### src/rtl/icv_check_reporter.sv
module icv_check_reporter #(
  parameter int MAX_BYTES = 16,
  localparam int LEN_W = $clog2(MAX_BYTES + 1),
  localparam int ICV_W = 8 * MAX_BYTES
) (
  input  logic             clk,
  input  logic             rst_n,
  input  logic             job_done,
  input  logic [ICV_W-1:0] calc_icv,
  input  logic [ICV_W-1:0] exp_icv,
  input  logic [LEN_W-1:0] icv_len,
  input  logic             wb_en_a,
  input  logic             wb_en_b,
  input  logic             icv_irq_mask,
  output logic             done_irq,
  output logic             err_irq,
  output logic             cfg_err_irq,
  output logic             wb_req,
  output logic             wb_icv_fail
);

  localparam logic [LEN_W-1:0] LEN_MAX = LEN_W'(MAX_BYTES);

  logic [LEN_W-1:0]     eff_len;
  logic [MAX_BYTES-1:0] byte_diff;
  logic                 mismatch;
  logic                 wb_sel;
  logic                 irq_sel;
  logic                 conflict;

  assign eff_len = (icv_len > LEN_MAX) ? LEN_MAX : icv_len;

  for (genvar i = 0; i < MAX_BYTES; i++) begin : g_byte
    localparam logic [LEN_W-1:0] IDX = LEN_W'(i);
    assign byte_diff[i] = (IDX < eff_len) &&
                          (calc_icv[8*i +: 8] != exp_icv[8*i +: 8]);
  end

  assign mismatch = |byte_diff;
  assign wb_sel   = wb_en_a | wb_en_b;
  assign irq_sel  = ~wb_sel & ~icv_irq_mask;
  assign conflict = wb_sel & ~icv_irq_mask;

  always_ff @(posedge clk or negedge rst_n) begin
    if (!rst_n) begin
      done_irq    <= 1'b0;
      err_irq     <= 1'b0;
      cfg_err_irq <= 1'b0;
      wb_req      <= 1'b0;
      wb_icv_fail <= 1'b0;
    end else begin
      done_irq    <= job_done & ~wb_sel & ~mismatch;
      err_irq     <= job_done & irq_sel & mismatch;
      cfg_err_irq <= job_done & conflict;
      wb_req      <= job_done & wb_sel & icv_irq_mask;
      wb_icv_fail <= job_done & wb_sel & icv_irq_mask & mismatch;
    end
  end


  pulse_origin_chk: assert property (@(posedge clk) disable iff (!rst_n)
    (done_irq || err_irq || cfg_err_irq || wb_req) |-> $past(job_done));


  one_report_chk: assert property (@(posedge clk) disable iff (!rst_n)
    $countones({done_irq, err_irq, cfg_err_irq, wb_req}) <= 1);


  fail_with_req_chk: assert property (@(posedge clk) disable iff (!rst_n)
    wb_icv_fail |-> wb_req);


  err_path_chk: assert property (@(posedge clk) disable iff (!rst_n)
    err_irq |-> $past(!wb_en_a && !wb_en_b && !icv_irq_mask));


  cfg_err_chk: assert property (@(posedge clk) disable iff (!rst_n)
    $past(job_done && (wb_en_a || wb_en_b) && !icv_irq_mask) |-> cfg_err_irq);


  wb_path_chk: assert property (@(posedge clk) disable iff (!rst_n)
    wb_req |-> $past((wb_en_a || wb_en_b) && icv_irq_mask));

endmodule

### config.mk
export PLATFORM = sky130hd
export DESIGN_NAME = icv_check_reporter
export DESIGN_NICKNAME = d
export VERILOG_FILES = /design/src/rtl/icv_check_reporter.sv
export SDC_FILE = /design/constraint.sdc
export NUM_CORES = 1
export LEC_CHECK = 0
export BUFFER_PORTS_ARGS = -buffer_cell sky130_fd_sc_hd__buf_4
export CORE_AREA = 2 2 106 108
export DETAILED_ROUTE_END_ITERATION = 8
export DIE_AREA = 0 0 108 110
export PLACE_DENSITY = 0.59
export SYNTH_ARGS = -nofsm -noshare
export SYNTH_HDL_FRONTEND = slang
export SYNTH_SLANG_ARGS = --single-unit
export TNS_END_PERCENT = 100
### constraint.sdc
create_clock -name clk -period 1.1 [get_ports clk]
set_clock_uncertainty 0.2 [all_clocks]
set_input_delay 0.33 -clock clk [delete_from_list [all_inputs] [get_ports clk]]
set_output_delay 0.33 -clock clk [all_outputs]
set_load 0.005 [all_outputs]
==> results of run 1 <==
## synthesized netlist by cell type, types with 2 or more instances
master	instances	area (um2)
clkbuf_1	2	7.51
a31oi_1	4	25.0
a211o_1	2	17.5
nor4_1	14	87.6
nor2_1	5	18.8
inv_1	2	7.51
nand4_1	20	125
o21ai_0	2	10.0
a21oi_1	3	15.0
a211oi_1	2	15.0
o32ai_1	4	35.0
xor2_1	48	420
nand2_1	4	15.0
xnor2_1	80	701
dfrtp_1	5	125
## routing by layer
| layer | global-route usage, % | share of wire [%] | vias to the layer above |
|---|---|---|---|
| li1 | - | - | 1318 |
| met1 | 13.9 | 33 | 1146 |
| met2 | 29.0 | 56 | 151 |
| met3 | 3.23 | 11 | 6 |
| met4 | 1.65 | 0.58 | 0 |
| met5 | 0 | 0 | - |
## flip-flops by register name, summed over array words and instances (netlist names)
name	flops
done_irq	1
wb_req	1
wb_icv_fail	1
cfg_err_irq	1
err_irq	1
## layout make-up
type	count	area, um2
Clock buffer	4	45.0
Fill cell	1095	6500
Inverter	2	7.51
Multi-Input combinational cell	200	1640
Sequential cell	5	125
Tap cell	140	175
Timing Repair Buffer	286	2200
## metrics by stage
step | std cells | total power, W
6_report | 637 | 0.00196
5_1_grt | 637 | 0.00212
4_1_cts | 637 | 0.00197
3_5_place_dp | 632 | 0.00160
3_3_place_gp | 632 | 0.00158
2_1_floorplan | 211 | 0.000657
## power by group through the flow
stage,Sequential [W],Combinational [W],Clock [W]
after detailed placement,0.000196,0.00141,0
after global placement,0.000196,0.00138,0
final,0.000195,0.00143,0.000335
after floorplan,0.000196,0.000461,0
after CTS,0.000195,0.00143,0.000348
after global routing,0.000196,0.00156,0.000367
## worst max path at each step
stage	cells past startpoint	startpoint	endpoint
floorplan	6	exp_icv[1]	done_irq
global placement	7	exp_icv[71]	err_irq
detailed placement	7	exp_icv[71]	err_irq
CTS	7	calc_icv[0]	done_irq
global route	7	calc_icv[7]	done_irq
finish	7	exp_icv[0]	done_irq
## critical path, cell delays in order
cell and delay [ns]:
buf_6 0.10, xor2_2 0.17, nor4_2 0.27, nand2_1 0.11, a211o_1 0.34, a211oi_4 0.30
and3b_1 0.19
## what timing repair did
item                                    CTS  global route
gates resized for setup                  12            11
hold buffers                              1             0
gates cloned                              0             0
pin swaps                                14             9
hold endpoints to repair                  5             0
endpoints found under the setup margin    8             8
## logic make-up (layout without fill, tap and decap cells)
family | Yosys count | after routing
xor gates and xnor gates | 128 | 128
and+or+nand+nor | 48 | 48
buffers and inverters | 6 | 292
AOI/OAI and AO/OA | 24 | 24
DFF | 5 | 5
==> summary.txt, run 1 <==
Logic synthesis
  – Largest family of logic cells by synthesized area: XOR/XNOR gates
  – Syn. warnings: 0
  – Register area share after synthesis: 7.18%
  – Mapped Nets: 478
  – Synth Area in Adders: 0%
  – Post-synth EDFFs: 0
  – Main synth FF type: dfrtp_1
  – Mean Syn Cell Area: 8.25 um2
  – Post-synthesis compound-gate area fraction: 9.99%
  – Synthesized instance count: 211
  – Synth unique cells: 29
  – Post-Syn Area: 1740 um2
  – Xor-xnor portion of the synthesized cell area: 64.4%
  – Synth Area in Simple Gates: 16.7%
  – Post-synth ARST share: 100%
  – Mux contribution to synthesized area: 0%
  – #FFs+latches synth: 5

Final layout
  – Commonest non-fill, non-tap cell in the layout: buf_4
  – Area Overhead vs Synth: 141%
  – NumNets Final: around 770
  – Number of diodes: 0
  – Final Cell Area: 4190 um2
  – Commonest non-fill, non-tap cells in the layout: 272 x buf_4, 80 x xnor2_1, 47 x xor2_1
  – Core Util, Final: slightly below 40%
  – Share of cells above drive strength 1: between 50% and 60%

Placed design
  – GPL Wtd Cong: ~0.8
  – DP HPWL: 8.11 mm
  – DP Area: 4030 um2
  – IO Port Bufs: 271
  – DP Worst Slack: -1.08 ns

Global routing
  – GRT overflow: 0
  – First-pass GRT wire length: roughly 13 mm
  – Largest net degree at the start of global routing: 11
  – Vias in the first global route: between 2000 and 3000
  – Initial antenna violation count: 0
  – Total Routing Usage GR: between 10% and 20%

Worst setup path
  – Setup CP Type: primary input to flip-flop
  – Crit. End Element: flip-flop
  – Arr. time, crit path: about 1.8 ns
  – Crit path max fanout: 3
  – WP data required: 1.05 ns
  – Kind of start point of the critical path: primary input

Drt
  – Starting DRT DRC Count: 71
  – # DRC: 0
  – Vias per cell: 4.11
  – Vias: 2621
  – Routed len/inst: between 10 and 15 um
  – Routed WL: 8.81 mm
  – Pre-antenna DRT Iters: 4
  – Post-route ant nets: 0

Clocking
  – CTS buffer count: 3
  – Htree depth: 1
  – Clk sink count: 5
  – CTS tree: built
  – Clk root buf: clkbuf_8
  – Worst-path clk slew: 0.04 ns
  – Clock buffer depth: 2
  – Post-CTS Setup Bufs: 0

STA
  – Slew Limit Fails: 0
  – Hold Vio Cnt, Final: 0
  – Worst Hold Slack: 0.0945 ns
  – Rel. slew slack: between 50% and 60%
  – Worst-Margin Slew: 0.613 ns
  – Setup WS post-layout: -0.756 ns
  – Final Setup Violations: 8
  – RSZ-0062 raised after global routing: yes
  – Setup_tns: -2.86 ns
  – FMAX: roughly 540 MHz
  – Final Cycle Share: 169%
  – Fin crit period: 1.86 ns

Power
  – Net Sw Frac: 28.5%
  – P_int: around 0.0014 W
  – Comb pwr share: 73.0%
  – Switch Pwr: 0.000560 W
  – P_leak: roughly 1.9 nW
  – Clk network pwr share: 17.1%
  – PwrDens: 468 nW/um2
  – Flop pwr share: about 10%
  – Peak supply drop: 0.000582 V

Floorplanning
  – Core box area: about 11000 um2
  – Number of I/O pins: 272
  – Initial core utilization: 16.3%
  – Site row count: 38
  – Die area: 11900 um2
  – Die W: 108 um
  – Die Y: 110 um

Min path
  – Hold endpoint: cfg_err_irq
  – HP Start: icv_irq_mask
  – Hold Crit Depth: 2
  – Hold Crit Class: primary input to flip-flop

Status
  – Status: finished with violations
  – Failing checks: negative setup slack

Flow run
  – MaxCap Viol Count: 0
Power figures use the tool's default switching activity.
==> inputs of run 2 (changes only) <==
- clock period: 1.1 -> 1.8 ns (I/O delays scaled with it)
==> run 2 against run 1 <==
The run still ends with negative setup slack left. Sequential share of layout area barely moved. Global-route usage fell by 0.70 points. Final cell count fell by 0.16%. Combinational power fell by 38%. Cell area rose by 0.39%. Total power fell by 39%. Critical path type unchanged. Critical endpoint unchanged.
==> summary.txt, run 2 (synthesized netlist as in run 1, its figures left out) <==
Worst setup path
  – Crit path max fanout: 3
  – Worst path max stage delay: 0.39 ns
  – Crit path max-delay family: simple AND/OR/NAND/NOR gates
  – Worst path cell trace: buf_4 > xnor2_1 > nand4_1 > o32ai_1 > a31oi_1 > nor4_2 > and3b_1
  – WP data required: approximately 1.8 ns
  – Kind of start point of the critical path: primary input
  – Crit path buf inv count: 1
  – Setup CP Type: primary input to flip-flop
  – Crit. End Element: flip-flop
  – Slowest CP cell: nor4_2
  – Arr. time, crit path: 1.97 ns

Power
  – P_leak: between 1.5 and 2 nW
  – Peak supply drop: about 0.00031 V
  – PwrDens: 286 nW/um2

Final layout
  – NumNets Final: 764
  – Core Util, Final: 39.4%
  – Share of cells above drive strength 1: 60.9%
  – Number of diodes: 0
  – Final Cell Area: 4210 um2
  – Cell Count, Final, Fillers Out: 636
  – Area Overhead vs Synth: 142%
  – Commonest non-fill, non-tap cells in the layout: 272 x buf_4, 74 x xnor2_1, 47 x xor2_1
  – Commonest non-fill, non-tap cell in the layout: buf_4

Status
  – Status: finished with violations
  – Failing checks: negative setup slack

Global routing
  – Largest net degree at the start of global routing: 11
  – First-pass GRT wire length: 12.2 mm
  – GRT overflow: 0
  – Vias in the first global route: 2696
  – Total Routing Usage GR: 13.1%
  – Initial antenna violation count: 0

Placed design
  – DP Area: 4030 um2
  – DP HPWL: around 8.0 mm
  – Placed instance count: 631
  – IO Port Bufs: between 200 and 300
  – GPL Wtd Cong: 0.790

Drt
  – DR WL met3: roughly 980 um
  – Starting DRT DRC Count: 44
  – Vias per cell: between 4 and 5
  – Vias: 2651
  – Metal2 WL: 4.91 mm
  – Post-route ant nets: 0
  – Routed WL: between 8 and 9 mm
  – Top sig layer: met4
  – M1 WL: 2.82 mm
  – Pre-antenna DRT Iters: 4
  – # DRC: 0
  – Routed len/inst: 13.9 um

Clocking
  – CTS tree: built
  – Post-CTS Setup Bufs: 0
  – CTS buffer count: 3
  – Worst-path clk slew: 0.03 ns
  – Clock buffer depth: 2
  – Htree depth: 1
  – Clk sink count: 5
  – Clk root buf: clkbuf_8

STA
  – Hold Vio Cnt, Final: 0
  – Rel. slew slack: approximately two thirds
  – RSZ-0062 raised after global routing: yes
  – Setup_tns: -0.644 ns
  – Fin crit period: 2.02 ns
  – Final Setup Violations: 3
  – Final Cycle Share: 112%
  – Setup WS post-layout: -0.224 ns
  – Slew Limit Fails: 0
  – Worst-Margin Slew: 0.496 ns
  – FMAX: 494 MHz

Floorplanning
  – Core box area: 10700 um2
  – Die area: 11900 um2
  – Number of I/O pins: 272
  – Die W: 108 um
  – Die Y: 110 um
  – Site row count: 38
  – Initial core utilization: 16.3%

Min path
  – Hold Crit Class: primary input to flip-flop

Flow run
  – MaxCap Viol Count: 0
==> run 2: changes by cell type in the layout (fill, tap and decap cells not counted), sizes merged <==
cell | previous run | this run
buf | 285 | 284
==> run 2: layout make-up <==
cell class / count / area [um2]
fillers: 1090 / 6490
repair buffers: 285 / 2190
multi-input cells: 200 / 1670
well taps: 140 / 175
flip-flops and latches: 5 / 125
clock buffers: 4 / 45.0
inverters: 2 / 7.51
==> run 2: path summary, 6_finish.rpt <==
kind / start / endpoint / slack [ns] / depth (start not counted)
max in group asynchronous: rst_n / done_irq / 0.80 / 2
min in group asynchronous: rst_n / cfg_err_irq / 0.49 / 2
hold / removal: icv_irq_mask / cfg_err_irq / 0.30 / 2
setup / recovery: exp_icv[98] / done_irq / -0.22 / 7
==> run 2: repair_timing <==
| action | in CTS | in global routing |
|---|---|---|
| pin swaps | 11 | 18 |
| hold endpoints to repair | 5 | 0 |
| setup endpoints to repair | 3 | 3 |
| hold buffers | 1 | 0 |
| gates resized for setup | 5 | 20 |
==> run 2: where the power goes <==
group / total [W] / switching (W) / internal, W
Combinational: 0.000888 / 0.000293 / 0.000595
Sequential: 0.000119 / 0.00000137 / 0.000117
Clock: 0.000197 / 0.0000457 / 0.000151
Total: 0.00120 / 0.000340 / 0.000864
==> run 2: metal layers <==
| layer | vias up | global-route usage [%] |
|---|---|---|
| met5 | - | 0 |
| met4 | 0 | 1.56 |
| met3 | 10 | 3.23 |
| met2 | 167 | 27.7 |
| met1 | 1157 | 13.0 |
| li1 | 1317 | - |
==> run 2: stage by stage <==
stage          total power [W]  hold WS (ns)  setup slack (ns)
4_1_cts                0.00119         0.298            -0.240
5_1_grt                0.00129         0.298            -0.390
2_1_floorplan         0.000402        0.0444            -0.173
3_5_place_dp          0.000976         0.144            -0.584
6_report               0.00120         0.302            -0.224
3_3_place_gp          0.000962         0.142            -0.589
==> inputs of run 3 (changes only) <==
- PLACE_DENSITY: 0.59 -> not set
==> run 3 against run 2 <==
The run still ends with negative setup slack left. Total power shrank 0.19%. Cell area shrank 0.77%. Via count shrank 1.9%. Largest power group unchanged.
==> summary.txt, run 3 (synthesized netlist as in run 1, its figures left out) <==
Clocking
  – Clk root buf: clkbuf_8
  – Post-CTS Setup Bufs: 0
  – CTS tree: built
  – CTS buffer count: 3
  – Worst-path clk slew: 0.04 ns
  – Htree depth: 1
  – Clock buffer depth: 2
  – Clk sink count: 5

Floorplanning
  – Die Y: 110 um
  – Site row count: 38
  – Number of I/O pins: 272
  – Initial core utilization: 16.3%
  – Die area: 11900 um2
  – Core box area: 10700 um2
  – Die W: 108 um

Placed design
  – Placed instance count: 633
  – DP HPWL: 7.76 mm
  – IO Port Bufs: 271
  – GPL Wtd Cong: approximately 0.78

Status
  – Status: finished with violations
  – Failing checks: negative setup slack

Drt
  – Pre-antenna DRT Iters: 4
  – Starting DRT DRC Count: 37
  – Vias: 2601
  – Post-route ant nets: 0
  – Vias per cell: 4.08
  – Routed len/inst: 13.2 um
  – Routed WL: 8.45 mm
  – # DRC: 0

Worst setup path
  – Crit. End Element: flip-flop
  – WP data required: 1.76 ns
  – Arr. time, crit path: 1.97 ns
  – Crit path buf inv count: 1
  – Crit path max-delay family: compound AO/OA/AOI/OAI gates
  – Kind of start point of the critical path: primary input
  – Worst path cell trace: buf_4 > xor2_1 > nor4_1 > nand2_1 > a211o_1 > a211oi_2 > and3b_1
  – Slowest CP cell: a211o_1
  – Setup CP Type: primary input to flip-flop
  – Worst path max stage delay: about 0.31 ns
  – Crit path max fanout: 3

Global routing
  – Vias in the first global route: 2576
  – First-pass GRT wire length: 11.6 mm
  – Initial antenna violation count: 0
  – GRT overflow: 0
  – Total Routing Usage GR: 12.5%
  – Largest net degree at the start of global routing: 11

Final layout
  – # fillers: 1104
  – NumNets Final: approximately 770
  – Core Util, Final: between 30% and 40%
  – Share of cells above drive strength 1: between 60% and 70%
  – Commonest non-fill, non-tap cells in the layout: 277 x buf_4, 77 x xnor2_1, 48 x xor2_1
  – Area Overhead vs Synth: 140%
  – Commonest non-fill, non-tap cell in the layout: buf_4
  – Cell Count, Final, Fillers Out: 638
  – Number of diodes: 0

STA
  – Final Setup Violations: 3
  – FMAX: 498 MHz
  – Worst-Margin Slew: 0.493 ns
  – Setup_tns: -0.602 ns
  – Rel. slew slack: 67.1%
  – Setup WS post-layout: -0.209 ns
  – Hold Vio Cnt, Final: 0
  – RSZ-0062 raised after global routing: yes
  – Final Cycle Share: 112%
  – Worst Hold Slack: 0.288 ns
  – Fin crit period: roughly 2.0 ns
  – Slew Limit Fails: 0

Min path
  – Hold Crit Class: primary input to flip-flop

Power
  – P_leak: 1.95 nW
  – PwrDens: 288 nW/um2
  – Peak supply drop: approximately 0.0002 V

Flow run
  – MaxCap Viol Count: 0
-- run 3: metal layers --
metal	wire [um]	vias to the layer above	share of wire, %	global-route usage, %
met4	51	0	0.60	1.65
met5	0	-	0	0
met2	4640	149	55	26.4
met3	784	5	9.3	1.53
li1	-	1319	-	-
met1	2980	1128	35	13.3
-- run 3: path summary, 6_finish.rpt --
| kind | startpoint | to | slack [ns] | cells after the start |
|---|---|---|---|---|
| setup / recovery | exp_icv[31] | done_irq | -0.21 | 7 |
| hold / removal | icv_irq_mask | cfg_err_irq | 0.29 | 2 |
| max in group asynchronous | rst_n | wb_icv_fail | 0.82 | 2 |
| min in group asynchronous | rst_n | cfg_err_irq | 0.47 | 2 |
-- run 3: area by class of cell --
| cell class | instances | area, um2 | area share [%] |
|---|---|---|---|
| clock buffer | 4 | 45.0 | 1.08 |
| inverter | 2 | 7.51 | 0.180 |
| multi-input combinational | 200 | 1630 | 39.1 |
| sequential | 5 | 125 | 2.99 |
| tap | 140 | 175 | 4.19 |
| timing repair buffer | 287 | 2190 | 52.4 |
-- run 3: where the power goes --
group / internal [W] / total, W / leakage, nW / switching (W)
sequential: 0.000117 / 0.000118 / 0.0672 / 0.00000138
clock: 0.000152 / 0.000210 / 0.0228 / 0.0000578
combinational: 0.000587 / 0.000873 / 1.86 / 0.000286
-- run 3: stage by stage --
stage,area (um2),power (W),setup slack (ns)
6_report,4180,0.00120,-0.209
5_1_grt,4180,0.00129,-0.312
4_1_cts,4110,0.00120,-0.234
3_5_place_dp,4040,0.000978,-0.522
3_3_place_gp,4040,0.000965,-0.540
2_1_floorplan,1740,0.000402,-0.173
-- run 3: repair_timing --
item,4_1_cts,5_1_grt
hold endpoints to repair,5,0
endpoints found under the setup margin,3,3
gates resized for setup,4,13
hold buffers,1,0
pin swaps,11,10
